File: config.mk
export PLATFORM = sky130hd
export DESIGN_NAME = otp_nibble_writer
export DESIGN_NICKNAME = d
export VERILOG_FILES = /design/src/rtl/otpw_pkg.sv /design/src/rtl/otpw_filter.sv /design/src/rtl/otpw_store.sv /design/src/rtl/otpw_prog_timer.sv /design/src/rtl/otp_nibble_writer.sv
export SDC_FILE = /design/constraint.sdc
export NUM_CORES = 1
export LEC_CHECK = 0
export ABC_AREA = 1
export CAP_MARGIN = 25
export CORE_UTILIZATION = 45
export DETAILED_ROUTE_END_ITERATION = 10
export DONT_BUFFER_PORTS = 1
export PLACE_DENSITY = 0.65
export SKIP_LAST_GASP = 1
export SYNTH_ARGS = -nofsm -noshare
export SYNTH_HDL_FRONTEND = slang
export SYNTH_SLANG_ARGS = --single-unit
File: constraint.sdc
create_clock -name clk -period 10.6 [get_ports clk]
set_clock_uncertainty 0.05 [all_clocks]
set_input_delay 2.12 -clock clk [delete_from_list [all_inputs] [get_ports clk]]
set_output_delay 2.12 -clock clk [all_outputs]
set_load 0.01 [all_outputs]
File: src/rtl/otpw_pkg.sv
package otpw_pkg;

    localparam int           NIB_W       = 4;
    localparam int           NIB_COUNT   = 2 ** NIB_W;
    localparam logic [3:0]   OP_NVM_WR   = 4'b1001;
    localparam logic [3:0]   GLOBAL_ADDR = 4'h0;
    localparam logic [3:0]   CRC_POLY    = 4'h3;

    typedef enum logic [1:0] {
        FMT_SHORT    = 2'd0,
        FMT_STD_LONG = 2'd1,
        FMT_ENH_LONG = 2'd2,
        FMT_OTHER    = 2'd3
    } frame_fmt_e;

    typedef struct packed {
        logic [3:0]       code;
        logic [3:0]       addr;
        frame_fmt_e       fmt;
        logic [NIB_W-1:0] wa;
        logic [3:0]       rd;
    } nvm_cmd_t;

    typedef struct packed {
        logic [NIB_W-1:0] wa;
        logic [3:0]       rdback;
        logic             nv;
        logic             zero;
        logic [1:0]       bank;
        logic [3:0]       addr;
    } nvm_resp_t;

    function automatic logic [2:0] bit_count4(input logic [3:0] v);
        return 3'(v[0]) + 3'(v[1]) + 3'(v[2]) + 3'(v[3]);
    endfunction

    function automatic logic [3:0] crc4_step(input logic [3:0] c_in, input logic [3:0] nib);
        logic [3:0] c;
        logic       fb;
        c = c_in;
        for (int i = 3; i >= 0; i--) begin
            fb = c[3] ^ nib[i];
            c  = {c[2:0], 1'b0};
            if (fb) c = c ^ CRC_POLY;
        end
        return c;
    endfunction

endpackage

File: src/rtl/otpw_filter.sv
module otpw_filter
    import otpw_pkg::*;
(
    input  logic       clk,
    input  logic       rst,
    input  logic       cmd_valid,
    input  nvm_cmd_t   cmd,
    input  logic       busy,
    input  logic [3:0] cur_addr,
    output logic       accept
);

    logic fmt_ok;
    logic addr_ok;

    always_comb begin
        fmt_ok  = (cmd.fmt == FMT_STD_LONG) || (cmd.fmt == FMT_ENH_LONG);
        addr_ok = (cur_addr != GLOBAL_ADDR) && (cmd.addr == cur_addr);
        accept  = cmd_valid && !busy && (cmd.code == OP_NVM_WR) && fmt_ok && addr_ok;
    end


    global_silent_chk: assert property (@(posedge clk) disable iff (rst)
        (cur_addr == GLOBAL_ADDR) |-> !accept);

endmodule

File: src/rtl/otpw_store.sv
module otpw_store
    import otpw_pkg::*;
#(
    parameter int                         DEV_NIB  = 0,
    parameter logic [NIB_COUNT*4-1:0]     OTP_INIT = '0
)(
    input  logic             clk,
    input  logic             rst,
    input  logic             wr_en,
    input  logic [NIB_W-1:0] wa,
    input  logic [3:0]       rd,
    input  logic             nv_set,
    input  logic [1:0]       bank_in,
    output logic             nv_q,
    output logic [1:0]       bank_q,
    output logic [3:0]       dev_addr,
    output logic [3:0]       next_addr,
    output logic [2:0]       new_bit_cnt,
    output logic             crc_diff
);

    function automatic logic [3:0] crc_of(input logic [NIB_COUNT*4-1:0] img);
        logic [3:0] c;
        c = '0;
        for (int i = 0; i < NIB_COUNT; i++) c = crc4_step(c, img[i*4 +: 4]);
        return c;
    endfunction

    localparam logic [3:0]       CRC_REF  = crc_of(OTP_INIT);
    localparam logic [NIB_W-1:0] ADDR_NIB = NIB_W'(DEV_NIB);

    logic [3:0] mirror_q [NIB_COUNT];
    logic [3:0] otp_q    [NIB_COUNT];
    logic [3:0] fresh_bits;
    logic [3:0] crc_now;

    always_ff @(posedge clk) begin
        if (rst) begin
            for (int i = 0; i < NIB_COUNT; i++) begin
                mirror_q[i] <= OTP_INIT[i*4 +: 4];
                otp_q[i]    <= OTP_INIT[i*4 +: 4];
            end
        end else if (wr_en) begin
            mirror_q[wa] <= rd;
            if (nv_q) otp_q[wa] <= otp_q[wa] | rd;
        end
    end

    always_ff @(posedge clk) begin
        if (rst) begin
            nv_q   <= 1'b0;
            bank_q <= 2'b00;
        end else if (nv_set) begin
            nv_q   <= 1'b1;
            bank_q <= bank_in;
        end else if (wr_en) begin
            nv_q   <= 1'b0;
        end
    end

    always_comb begin
        dev_addr    = mirror_q[ADDR_NIB];
        next_addr   = (wa == ADDR_NIB) ? rd : mirror_q[ADDR_NIB];
        fresh_bits  = nv_q ? (rd & ~otp_q[wa]) : 4'b0000;
        new_bit_cnt = bit_count4(fresh_bits);
    end

    always_comb begin
        crc_now = '0;
        for (int i = 0; i < NIB_COUNT; i++) crc_now = crc4_step(crc_now, mirror_q[i]);
        crc_diff = (crc_now != CRC_REF);
    end


    mirror_load_chk: assert property (@(posedge clk) disable iff (rst)
        wr_en |=> (mirror_q[$past(wa)] == $past(rd)));


    fuse_monotone_chk: assert property (@(posedge clk) disable iff (rst)
        wr_en |=> ((otp_q[$past(wa)] & $past(otp_q[wa])) == $past(otp_q[wa])));


    arm_clear_chk: assert property (@(posedge clk) disable iff (rst)
        (wr_en && !nv_set) |=> !nv_q);


    addr_hold_chk: assert property (@(posedge clk) disable iff (rst)
        !wr_en |=> $stable(dev_addr));


    check_hold_chk: assert property (@(posedge clk) disable iff (rst)
        !wr_en |=> $stable(crc_diff));

endmodule

File: src/rtl/otpw_prog_timer.sv
module otpw_prog_timer #(
    parameter int BIT_CYCLES = 4
)(
    input  logic       clk,
    input  logic       rst,
    input  logic       start,
    input  logic [2:0] nbits,
    output logic       busy,
    output logic       done
);

    localparam int CW = $clog2(4 * BIT_CYCLES + 1);

    typedef enum logic {T_IDLE, T_PROG} tstate_e;

    tstate_e       st_q;
    logic [CW-1:0] cnt_q;

    always_ff @(posedge clk) begin
        if (rst) begin
            st_q  <= T_IDLE;
            cnt_q <= '0;
            done  <= 1'b0;
        end else begin
            done <= 1'b0;
            case (st_q)
                T_IDLE: if (start) begin
                    if (nbits == 3'd0) begin
                        done <= 1'b1;
                    end else begin
                        st_q  <= T_PROG;
                        cnt_q <= CW'(int'(nbits) * BIT_CYCLES - 1);
                    end
                end
                T_PROG: if (cnt_q == '0) begin
                    st_q <= T_IDLE;
                    done <= 1'b1;
                end else begin
                    cnt_q <= cnt_q - 1'b1;
                end
                default: st_q <= T_IDLE;
            endcase
        end
    end

    assign busy = (st_q == T_PROG);


    quiet_while_busy_chk: assert property (@(posedge clk) disable iff (rst)
        busy |-> !done);


    done_on_fall_chk: assert property (@(posedge clk) disable iff (rst)
        $fell(busy) |-> done);


    no_start_busy_chk: assert property (@(posedge clk) disable iff (rst)
        start |-> !busy);

endmodule

File: src/rtl/otp_nibble_writer.sv
module otp_nibble_writer
    import otpw_pkg::*;
#(
    parameter int                     BIT_CYCLES = 4,
    parameter int                     DEV_NIB    = 0,
    parameter logic [NIB_COUNT*4-1:0] OTP_INIT   = 64'h0000_0000_0000_3005
)(
    input  logic        clk,
    input  logic        rst,
    input  logic        cmd_valid,
    input  logic [3:0]  cmd_code,
    input  logic [3:0]  cmd_addr,
    input  logic [1:0]  cmd_fmt,
    input  logic [3:0]  cmd_wa,
    input  logic [3:0]  cmd_rd,
    input  logic        nv_set,
    input  logic [1:0]  bank_in,
    input  logic        cfg_lock,
    output logic        busy,
    output logic        resp_valid,
    output logic [15:0] resp_word,
    output logic [3:0]  dev_addr,
    output logic        crc_err
);

    nvm_cmd_t  cmd;
    nvm_resp_t resp_q;
    logic      accept;
    logic      nv_q;
    logic [1:0] bank_q;
    logic [3:0] next_addr;
    logic [2:0] new_bit_cnt;
    logic       crc_diff;

    always_comb begin
        cmd.code = cmd_code;
        cmd.addr = cmd_addr;
        cmd.fmt  = frame_fmt_e'(cmd_fmt);
        cmd.wa   = cmd_wa;
        cmd.rd   = cmd_rd;
    end

    otpw_filter u_filter (
        .clk       (clk),
        .rst       (rst),
        .cmd_valid (cmd_valid),
        .cmd       (cmd),
        .busy      (busy),
        .cur_addr  (dev_addr),
        .accept    (accept)
    );

    otpw_store #(
        .DEV_NIB  (DEV_NIB),
        .OTP_INIT (OTP_INIT)
    ) u_store (
        .clk         (clk),
        .rst         (rst),
        .wr_en       (accept),
        .wa          (cmd.wa),
        .rd          (cmd.rd),
        .nv_set      (nv_set),
        .bank_in     (bank_in),
        .nv_q        (nv_q),
        .bank_q      (bank_q),
        .dev_addr    (dev_addr),
        .next_addr   (next_addr),
        .new_bit_cnt (new_bit_cnt),
        .crc_diff    (crc_diff)
    );

    otpw_prog_timer #(
        .BIT_CYCLES (BIT_CYCLES)
    ) u_timer (
        .clk   (clk),
        .rst   (rst),
        .start (accept),
        .nbits (new_bit_cnt),
        .busy  (busy),
        .done  (resp_valid)
    );

    // The mirror nibble holds cmd.rd after the write, so it doubles as the read-back field.
    always_ff @(posedge clk) begin
        if (rst) begin
            resp_q <= '0;
        end else if (accept) begin
            resp_q <= '{wa:     cmd.wa,
                        rdback: cmd.rd,
                        nv:     nv_q,
                        zero:   1'b0,
                        bank:   nv_q ? bank_q : 2'b00,
                        addr:   next_addr};
        end
    end

    assign resp_word = resp_q;
    assign crc_err   = cfg_lock & crc_diff;


    resp_zero_bit_chk: assert property (@(posedge clk) disable iff (rst)
        resp_valid |-> (resp_word[6] == 1'b0));


    resp_bank_gate_chk: assert property (@(posedge clk) disable iff (rst)
        (resp_valid && !resp_word[7]) |-> (resp_word[5:4] == 2'b00));

endmodule

==> flow_metrics.env <==
export IMPL_io_pins=48
export IMPL_synth_area_leaders="edfxtp_1 42%, nand2_1 13%, nand3_1 7.5%"
export IMPL_worst_pin_slew_ns=0.864
export IMPL_area_delta_synth_final_pct=9.57
export IMPL_hp_class="reg -> reg"
export IMPL_rsz0062_at_grt="no"
export IMPL_clkPwrFrac_pct=20.7
export IMPL_grt_max_degree=44
export IMPL_setup_tns_ns=0
export IMPL_synth_cell_type_count=34
export IMPL_crit_fanout=6
export IMPL_synth_async_reset_ratio_pct=0
export IMPL_fmax_mhz=118
export IMPL_ant_nets=0
export IMPL_start_util_pct=46.2
export IMPL_fill_cells=1849
export IMPL_crit_type="reg -> out"
export IMPL_core_area_um2=19600
export IMPL_cts_max_path_buffers=2
export IMPL_p_per_area_nw_per_um2=291
export IMPL_ys_seq_area_share_pct=47.9
export IMPL_via_count=7554
export IMPL_cts_hold_buf=0
export IMPL_combPwrFrac_pct=55.9
export IMPL_layout_common_cells="323 x nand2_1, 178 x nor2_1, 136 x nand3_1, 128 x edfxtp_1, 121 x inv_1"
export IMPL_wirelength_um=20500
export IMPL_die_w_um=144
export IMPL_drtIter0Drc=472
export IMPL_slowest_stage="edfxtp_1"
export IMPL_fin_crit_sh_pct=80.1
export IMPL_finalSetupViolations=0
export IMPL_path_clk_slew_ns=0.06
export IMPL_numCtsBuffers=17
export IMPL_postCtsResizedCells=0
export IMPL_cts_sinks=153
export IMPL_drive_gt1_share_pct=12.0
export IMPL_wl_per_cell_um=14.1
export IMPL_p_leak_nw=4.41
export IMPL_gp_congestion=0.822
export IMPL_hold_ws_ns=0.427
export IMPL_synth_nets=1208
export IMPL_antenna_found_initial=0
export IMPL_dpl_worst_slack_ns=2.57
export IMPL_power_frac_seq_pct=23.5
export IMPL_netSwitchingPower_mw=1.31
export IMPL_cp_end_kind="output port"
export IMPL_ir_drop_mv=0.273
export IMPL_synth_avg_cell_area_um2=7.71
export IMPL_critPathRequiredTime_ns=8.43
export IMPL_cell_internal_pwr_mw=1.58
export IMPL_num_rows=51
export IMPL_nets=1209
export IMPL_dpl_cell_area_um2=9330
export IMPL_final_setup_worst_slack_ns=2.11
export IMPL_finalCriticalPeriod_ns=8.49
export IMPL_via_per_inst=5.20
export IMPL_grt_overflow=0
export IMPL_final_hold_violation_count=0
export IMPL_design_area_um2=9930
export IMPL_grt_total_usage_pct=21.5
export IMPL_power_mw=2.89
export IMPL_cts_tree="done"
export IMPL_status="finished, final reports clean"
export IMPL_synth_seq_cells=153
export IMPL_arrival_ns=6.32
export IMPL_synth_edff_count=128
export IMPL_synth_main_ff_cell="edfxtp_1"
export IMPL_p_sw_share_pct=45.4
export IMPL_grt_pass1_vias=7253
export IMPL_post_cts_setup_buffers=0
export IMPL_final_common_cell="nand2_1"
export IMPL_diodes=0
export IMPL_grt_pass1_wl_um=34400
export IMPL_cts_root_buf="clkbuf_16"
export IMPL_cts_htree_levels=4
export IMPL_crit_path_start_kind="flip-flop"
export IMPL_syn_area_um2=9060
export IMPL_yosys_warnings=0
export IMPL_postSynthCellCount=1175
export IMPL_synth_top_area_cell="edfxtp_1"
export IMPL_place_hpwl_um=15100
export IMPL_die_area_um2=20700
export IMPL_relSlewSlack_pct=42.3
export IMPL_maxCapViolations=0
export IMPL_slew_viol_final=0
export IMPL_io_buffer_count=0
export IMPL_dieHeight_um=144
export IMPL_drc=0
export IMPL_synth_top_area_share_pct=42.4
export IMPL_crit_path_frequent_cell="nand2_1"
export IMPL_firstDrtPassIters=6
export IMPL_clk_latency_ns=0.42
export IMPL_max_stage_delay_ns=0.49
-- final cells by class --
type                            instances  area [um2]  share of cell area, %
Clock buffer                           18         429                   4.32
Clock inverter                         13         155                   1.56
Inverter                              138         518                   5.22
Multi-Input combinational cell        859        4090                   41.2
Sequential cell                       153        4340                   43.8
Tap cell                              265         332                   3.34
Timing Repair Buffer                    7        56.3                  0.567
-- critical path: cells and delay by family, from the launching register on --
| kind | cells | cell delay [ns] |
|---|---|---|
| simple gates | 52 | 4.52 |
| fa+ha+maj | 1 | 0.34 |
| buf+inv | 6 | 0.50 |
| flops | 1 | 0.49 |
-- metal layers --
metal	routed length (um)	GRT usage, %
met5	0	0
met4	263	5.82
met3	1070	4.17
met2	9790	36.6
met1	9430	27.8
-- worst paths after layout --
path | start | end | slack [ns] | depth (start not counted)
worst max-delay path | u_store.mirror_q[0][2] | crc_err | 2.11 | 59
worst min-delay path | u_store.bank_q[0] | resp_word[4] | 0.43 | 2
worst max register to register | u_store.otp_q[4][1] | u_timer.cnt_q[4] | 6.71 | 16
worst min register to register | u_store.bank_q[0] | resp_word[4] | 0.43 | 2
-- power by group through the flow --
stage	combinational (mW)	sequential, mW	clock [mW]
final	1.61	0.678	0.597
after global routing	1.87	0.679	0.629
after CTS	1.63	0.678	0.603
after detailed placement	1.62	0.690	0
after global placement	1.59	0.690	0
after floorplan	1.38	0.684	0
-- cells in the mapped netlist (4+ instances only) --
library cell	n
inv_1	121
inv_2	12
edfxtp_1	128
a21oi_1	26
nand3_1	136
nand3_2	14
a31oi_1	5
clkinv_1	5
ha_1	7
o21ai_0	13
nand2_1	323
nand2_2	79
or4_1	4
nor2_1	178
nand3b_1	13
nor3_1	6
clkbuf_1	21
a211oi_1	8
a22oi_1	32
dfxtp_1	25
-- sequential cells by signal, summed over array words and instances (netlist names) --
name and cells:
resp_word 15, u_store.bank_q 2, u_store.mirror_q 64, u_store.nv_q 1, u_store.otp_q 64, u_timer.busy 1
u_timer.cnt_q 5, u_timer.done 1
-- kinds of logic after synthesis --
kind of cell	synth area share, %
simple gates	37.4
buf+inv	6.88
flops	47.9
compound gates	6.17
fa+ha+maj	1.19
xor+xnor	0.387
other cells	0.0414
-- per-stage QoR --
step	utilization [%]	instances
floorplan	-	1175
global placement	47.6	1421
detailed placement	47.6	1421
CTS	50.6	1452
global route	50.7	1453
finish	50.7	1453
Note: power is estimated with default switching activity, not from simulation.
